## src/rtl/bw_pkg.sv

```systemverilog
package bw_pkg;

  // Synchronized view of both bus lines in one cycle
  typedef struct packed {
    logic sda;
    logic scl;
  } bw_lines_t;

  // Flag pair that the status register holds
  typedef struct packed {
    logic opened;
    logic closed;
  } bw_flags_t;

  // Open condition: data falls while clock high in both samples
  function automatic logic bw_is_open(bw_lines_t prev, bw_lines_t cur);
    return prev.scl & cur.scl & prev.sda & ~cur.sda;
  endfunction

  // Close condition: data rises while clock high in both samples
  function automatic logic bw_is_close(bw_lines_t prev, bw_lines_t cur);
    return prev.scl & cur.scl & ~prev.sda & cur.sda;
  endfunction

  // Availability rule for a local controller
  function automatic logic bw_free_of(bw_flags_t f);
    return f.closed | (~f.opened & ~f.closed);
  endfunction

  // Next flag state for a detected condition
  function automatic bw_flags_t bw_next_flags(bw_flags_t cur, logic op, logic cl);
    bw_flags_t n;
    n = cur;
    if (op) begin
      n.opened = 1'b1;
      n.closed = 1'b0;
    end else if (cl) begin
      n.opened = 1'b0;
      n.closed = 1'b1;
    end
    return n;
  endfunction

endpackage

```

## src/rtl/bw_sync.sv

```systemverilog
module bw_sync #(
  parameter int          STAGES  = 2,
  parameter int          WIDTH   = 2,
  parameter logic [WIDTH-1:0] RST_VAL = '1
) (
  input  logic             clk,
  input  logic             rst_n,
  input  logic [WIDTH-1:0] d_in,
  output logic [WIDTH-1:0] d_out
);

  logic [WIDTH-1:0] chain [STAGES];

  genvar g;
  generate
    for (g = 0; g < STAGES; g++) begin : g_stage
      if (g == 0) begin : g_first
        always_ff @(posedge clk or negedge rst_n) begin
          if (!rst_n) chain[g] <= RST_VAL;
          else        chain[g] <= d_in;
        end
      end else begin : g_next
        always_ff @(posedge clk or negedge rst_n) begin
          if (!rst_n) chain[g] <= RST_VAL;
          else        chain[g] <= chain[g-1];
        end
      end
    end
  endgenerate

  assign d_out = chain[STAGES-1];

endmodule

```

## src/rtl/bw_cond_detect.sv

```systemverilog
module bw_cond_detect
  import bw_pkg::*;
(
  input  logic      clk,
  input  logic      rst_n,
  input  bw_lines_t lines,
  output logic      open_evt,
  output logic      close_evt
);

  bw_lines_t prev_q;

  // Previous synchronized sample; idle bus reads high on both lines
  always_ff @(posedge clk or negedge rst_n) begin
    if (!rst_n) prev_q <= '{sda: 1'b1, scl: 1'b1};
    else        prev_q <= lines;
  end

  assign open_evt  = bw_is_open(prev_q, lines);
  assign close_evt = bw_is_close(prev_q, lines);

endmodule

```

## src/rtl/bw_status.sv

```systemverilog
module bw_status
  import bw_pkg::*;
(
  input  logic      clk,
  input  logic      rst_n,
  input  logic      enable,
  input  logic      irq_enable,
  input  logic      open_evt,
  input  logic      close_evt,
  output bw_flags_t flags,
  output logic      irq
);

  bw_flags_t flags_q;
  logic      irq_q;

  always_ff @(posedge clk or negedge rst_n) begin
    if (!rst_n) begin
      flags_q <= '0;
      irq_q   <= 1'b0;
    end else if (!enable) begin
      flags_q <= '0;
      irq_q   <= 1'b0;
    end else begin
      flags_q <= bw_next_flags(flags_q, open_evt, close_evt);
      irq_q   <= irq_enable & (open_evt | close_evt);
    end
  end

  assign flags = flags_q;
  assign irq   = irq_q;

endmodule

```

## src/rtl/i2c_bus_watch.sv

```systemverilog
module i2c_bus_watch
  import bw_pkg::*;
#(
  parameter int SYNC_STAGES = 2
) (
  input  logic clk,
  input  logic rst_n,
  input  logic enable,
  input  logic irq_enable,
  input  logic sda_in,
  input  logic scl_in,
  output logic start_seen,
  output logic stop_seen,
  output logic bus_free,
  output logic evt_irq
);

  localparam int LINE_W = $bits(bw_lines_t);

  logic [LINE_W-1:0] raw_lines;
  logic [LINE_W-1:0] sync_lines;
  bw_lines_t         lines_s;
  logic              open_evt;
  logic              close_evt;
  bw_flags_t         flags;

  assign raw_lines = {sda_in, scl_in};

  bw_sync #(
    .STAGES (SYNC_STAGES),
    .WIDTH  (LINE_W),
    .RST_VAL({LINE_W{1'b1}})
  ) u_sync (
    .clk  (clk),
    .rst_n(rst_n),
    .d_in (raw_lines),
    .d_out(sync_lines)
  );

  assign lines_s = bw_lines_t'(sync_lines);

  bw_cond_detect u_detect (
    .clk      (clk),
    .rst_n    (rst_n),
    .lines    (lines_s),
    .open_evt (open_evt),
    .close_evt(close_evt)
  );

  bw_status u_status (
    .clk       (clk),
    .rst_n     (rst_n),
    .enable    (enable),
    .irq_enable(irq_enable),
    .open_evt  (open_evt),
    .close_evt (close_evt),
    .flags     (flags),
    .irq       (evt_irq)
  );

  assign start_seen = flags.opened;
  assign stop_seen  = flags.closed;
  assign bus_free   = bw_free_of(flags);

endmodule

```

## config.mk

```make
export PLATFORM = sky130hd
export DESIGN_NAME = i2c_bus_watch
export DESIGN_NICKNAME = d
export VERILOG_FILES = /design/src/rtl/bw_pkg.sv /design/src/rtl/bw_sync.sv /design/src/rtl/bw_cond_detect.sv /design/src/rtl/bw_status.sv /design/src/rtl/i2c_bus_watch.sv
export SDC_FILE = /design/constraint.sdc
export NUM_CORES = 1
export LEC_CHECK = 0
export ABC_CLOCK_PERIOD_IN_PS = 1300
export BUFFER_PORTS_ARGS = -buffer_cell sky130_fd_sc_hd__buf_2
export CORE_AREA = 3 3 40 42
export DETAILED_ROUTE_END_ITERATION = 8
export DIE_AREA = 0 0 43 45
export MAX_ROUTING_LAYER = met4
export PLACE_DENSITY = 0.55
export RECOVER_POWER = 25
export SYNTH_ARGS = -nofsm -noshare
export SYNTH_HDL_FRONTEND = slang
export SYNTH_SLANG_ARGS = --single-unit
```

## constraint.sdc

```tcl
create_clock -name clk -period 1.3 [get_ports clk]
set_input_delay 0.39 -clock clk [delete_from_list [all_inputs] [get_ports clk]]
set_output_delay 0.39 -clock clk [all_outputs]
set_load 0.1 [all_outputs]
```

# Yosys cells after proc, flatten, opt, wreduce, memory -nomap -nowiden
# Index checks and enable logic that the tools add are counted.
word_totals:
  word_cells: 25
  mem_bits_rw: 0
  mem_count: 0
  regBits: 9
  latch_bits: 0
  output_inout_bits: 4
  romBits: 0
  in_bits: 6
classes:
  n_lt_le_gt_ge: 0
  bitwise: 13
  n_div: 0
  multipliers: 0
  eq_ne: 1
  shift: 0
  mux: 4
  addsub: 0
  reduce_logical: 0
ops:
  columns: ["operator", "count"]
  rows:
  - ["AND 1 bit", 7]
  - ["2-to-1 mux 2 bit", 3]
  - ["NOT 1 bit", 4]
  - ["inequality test 3 x 1 -> 1 bit, second input constant", 1]
  - ["OR 1 bit", 2]
  - ["2-to-1 mux 1 bit", 1]

# Longest topological paths before layout
logic_depth:
  depth_word: 6
  ltp_mapped: 2

# Hierarchy
# From an unflattened synthesis, not the netlist that was laid out.
unflattened:
  cells_unflattened: 19
  area_unflattened_um2: 314.1
modules_own_cells:
  columns: ["module", "seq_area_each_um2", "n_inst", "cells_per_inst", "area_each_um2"]
  rows:
  - ["bw_sync", 105.1, 1, 6, 120.1]
  - ["bw_status", 75.1, 1, 8, 115.1]
  - ["bw_cond_detect", 52.6, 1, 4, 72.6]
  - ["i2c_bus_watch", 0.0, 1, 1, 6.3]

# Worst setup path after synthesis
# Ideal clock, no wire load.
synth_timing:
  path_type: "register to output"
  startpoint: "register u_status.flags_q, in the netlist u_status.flags[0]"
  endpoint: "output port bus_free"
  n_path_buf: 0
  path_stages_with_launch: 2
  path_slack_ns: -0.800
  arrival_ns: 1.710
  cell_sequence: "dfrtp_1 -> or2b_1"
synth_via:
  elab_chain_cells: 3
synth_rtl:
  columns: ["item", "line_no", "rtl"]
  rows:
  - ["from (decl)", "bw_status.sv:14", "bw_flags_t flags_q;"]
  - ["from (signal assigned)", "bw_status.sv:25", "flags_q <= bw_next_flags(flags_q, open_evt, close_evt);"]
  - ["NOT 1 bit", "bw_pkg.sv:27", "return f.closed | (~f.opened & ~f.closed);"]
  - ["AND 1 bit", "bw_pkg.sv:27", null]
  - ["OR 1 bit *", "bw_pkg.sv:27", null]
  - ["to (decl)", "i2c_bus_watch.sv:14", "output logic bus_free,"]
# Mark *: on every way between the ends. The rest lies on a longest branch, timed or not.

# Worst setup path in the final report
# Same ends and word-level chain as after synthesis.

==> flow_summary.yaml <==
floorplanning:
  die_x_um: 43
  initial_utilization_pct: 26.2
  core_area_um2: 1280
  num_io_pins: 10
  die_area_um2: 1940
  rows: 13
  die_y_um: 45
cts:
  path_clk_slew_ps: 60
  cts.path.max_buffers: 2
  h-tree-depth: 1
  clk_latency_ps: 250
  cts_sinks: 9
  root_buffer: "clkbuf_4"
  cts_tree: "built"
  cts_buffers: 3
logic_synthesis:
  netlist_instances: 23
  syn-cell-area_um2: 337
  synth_nets: 29
  ys_seq_area_share_pct: 69.1
  synthFlopType: "dfstp_2"
  synth_top_cell_by_area: "dfstp_2"
  synth_top_area_share_pct: 46.8
  synth-seq-cells: 9
  ys_async_sr_fraction_pct: 100
  yosysWarnings: 0
  synth_edf_count: 0
  synthDistinctLibCells: 14
  avgSynthCellArea_um2: 14.6
  ys_top_cells_by_area: "dfstp_2 47%, dfrtp_1 22%, a41oi_2 4.8%"
setup_path:
  worst_setup_path_end_kind: "output port"
  cp_max_fo: 2
  crit_type: "reg -> out"
  cp.required_ps: 910
  arrival_ps: 1150
  start_kind: "flip-flop"
detailed_routing:
  detail_route.drc_violations: 0
  dr_total_vias: 252
  dr.pass1.iters: 1
  vias_per_cell: 4.34
  drt_wl_total_um: 597
  wl_per_cell_um: 10.3
  detail_route.iter0.violations: 0
  postRouteAntennaNets: 0
global_routing:
  gr-total-overflow: 0
  grt_max_degree: 10
  antenna_found_initial: 0
  grt_util_all_layers_pct: 8.25
  grt_pass1_vias: 258
  grt_first_pass_wirelength_um: 1040
timing:
  period_needed_ps: 1540
  hold_ws_ps: 234
  tightest_slew_ps: 241
  fin_skew_ps: 2.90
  fmax_mhz: 651
  slew_headroom_pct: 83.9
  setup_slack_ps: -237
  finalCritPeriodShare_pct: 118
  maxSlewViolCount: 0
  finalSetupViolCount: 4
  timing_hold_violations_final: 0
  rsz0062_at_grt: "true"
placed_design:
  port_buffers: 9
  place.gp.congestion: 0.639
  hpwl_um: 426
  placed_area_um2: 487
  dp.cells: 49
pwr:
  power_frac_seq_pct: 45.2
  switching_power_uw: 201
  power_uw: 707
  power_density_nw_per_um2: 1260
  intPower_uw: 506
  swShare_pct: 28.4
  irDropWorstVdd_uv: 525
  power_frac_clock_pct: 29.1
  power_leakage_nw: 0.241
  p_comb_share_pct: 25.7
finish:
  fin_cells: 58
  fin_nets: 50
  utilization_pct: 43.6
  area_growth_pct: 66.5
  antennaDiodeCount: 0
  fin_area_um2: 561
  drive_above_1_share_pct: 67.4
  fillers: 128
hold_path:
  hp-class: "in -> reg"
run:
  timing.max_cap.violations: 0
status:
  status: "finished, violations left"
  violations: "setup timing"
[metal layers]
layer	vias to the layer above	GRT usage, %	routed length [um]
li1	124	-	-
met1	120	7.25	223
met2	8	12.9	326
met3	0	3.19	47
met4	0	9.04	0
met5	-	-	0
[worst paths after layout]
kind	start	end	slack, ps	cells past startpoint
setup / recovery	u_status.flags[0]	bus_free	-240	2
hold / removal	sda_in	u_sync.chain[3]	230	1
setup reg to reg	u_status.flags[0]	u_status.flags[0]	-10	6
hold reg to reg	u_sync.chain[2]	u_sync.d_out[0]	360	0
max in group asynchronous	rst_n	u_sync.chain[2]	550	2
min in group asynchronous	rst_n	u_status.flags[0]	500	2
[worst max-delay path, cell delays in order (launching register included)]
cell     delay (ps)
dfrtp_4         470
or2b_4          260
buf_12          160
[power groups by stage]
stage	Sequential [mW]	Combinational, mW	Clock [mW]
after floorplan	0.367	0.0506	0
final	0.320	0.182	0.206
after global placement	0.323	0.162	0
after global routing	0.323	0.189	0.238
after CTS	0.320	0.179	0.218
after detailed placement	0.324	0.163	0
[registers in the layout (all words and copies together) (netlist names)]
| register | cells |
|---|---|
| u_status.flags | 2 |
| u_detect.prev_q | 2 |
| u_status.irq | 1 |
| u_sync.d_out | 2 |
| u_sync.chain | 2 |
[layout by cell type (no fill, tap or decap), drive strengths merged]
cell type	Yosys	routed
dlygate4sd3	0	1
nand2	2	2
buf	0	15
nand4b	1	1
a41oi	1	1
nor2	1	1
inv	1	1
and3b	1	1
o32ai	1	1
dfstp	6	6
xnor2	1	1
clkbuf	0	4
a31oi	1	1
dfrtp	3	3
nand4	1	1
or2b	2	2
a21bo	1	1
[layout make-up]
type	count	area, um2	area share [%]
Sequential cell	9	240	42.9
Timing Repair Buffer	16	168	29.9
Multi-Input combinational cell	13	104	18.5
Clock buffer	4	26.3	4.69
Tap cell	15	18.8	3.35
Inverter	1	3.75	0.670
[timing repair]
| item | 4_1_cts | 5_1_grt |
|---|---|---|
| hold buffers | 1 | 0 |
| endpoints found under the hold margin | 3 | 0 |
| endpoints found under the setup margin | 3 | 3 |
| resized for setup | 2 | 1 |
| buffers inserted | 3 | 2 |
[synth_stat cells (2+ instances only)]
| master | count |
|---|---|
| nand2_1 | 2 |
| dfstp_2 | 6 |
| dfrtp_1 | 3 |
| or2b_1 | 2 |
[per-stage QoR]
step / worst slack [ps] / TNS, ps
after floorplan: -142 / -142
final: -237 / -554
after global routing: -270 / -705
after detailed placement: 30.8 / 0
after global placement: 39.6 / 0
after CTS: -250 / -579
[logic make-up (layout without fill, tap and decap cells)]
| kind of cell | Yosys count | in the layout | synth area share, % |
|---|---|---|---|
| flops | 9 | 9 | 69.1 |
| simple gates | 8 | 8 | 14.9 |
| compound gates | 4 | 4 | 12.3 |
| xor+xnor | 1 | 1 | 2.60 |
| buf+inv | 1 | 21 | 1.11 |
No activity file was read; power rests on OpenSTA's default activity.
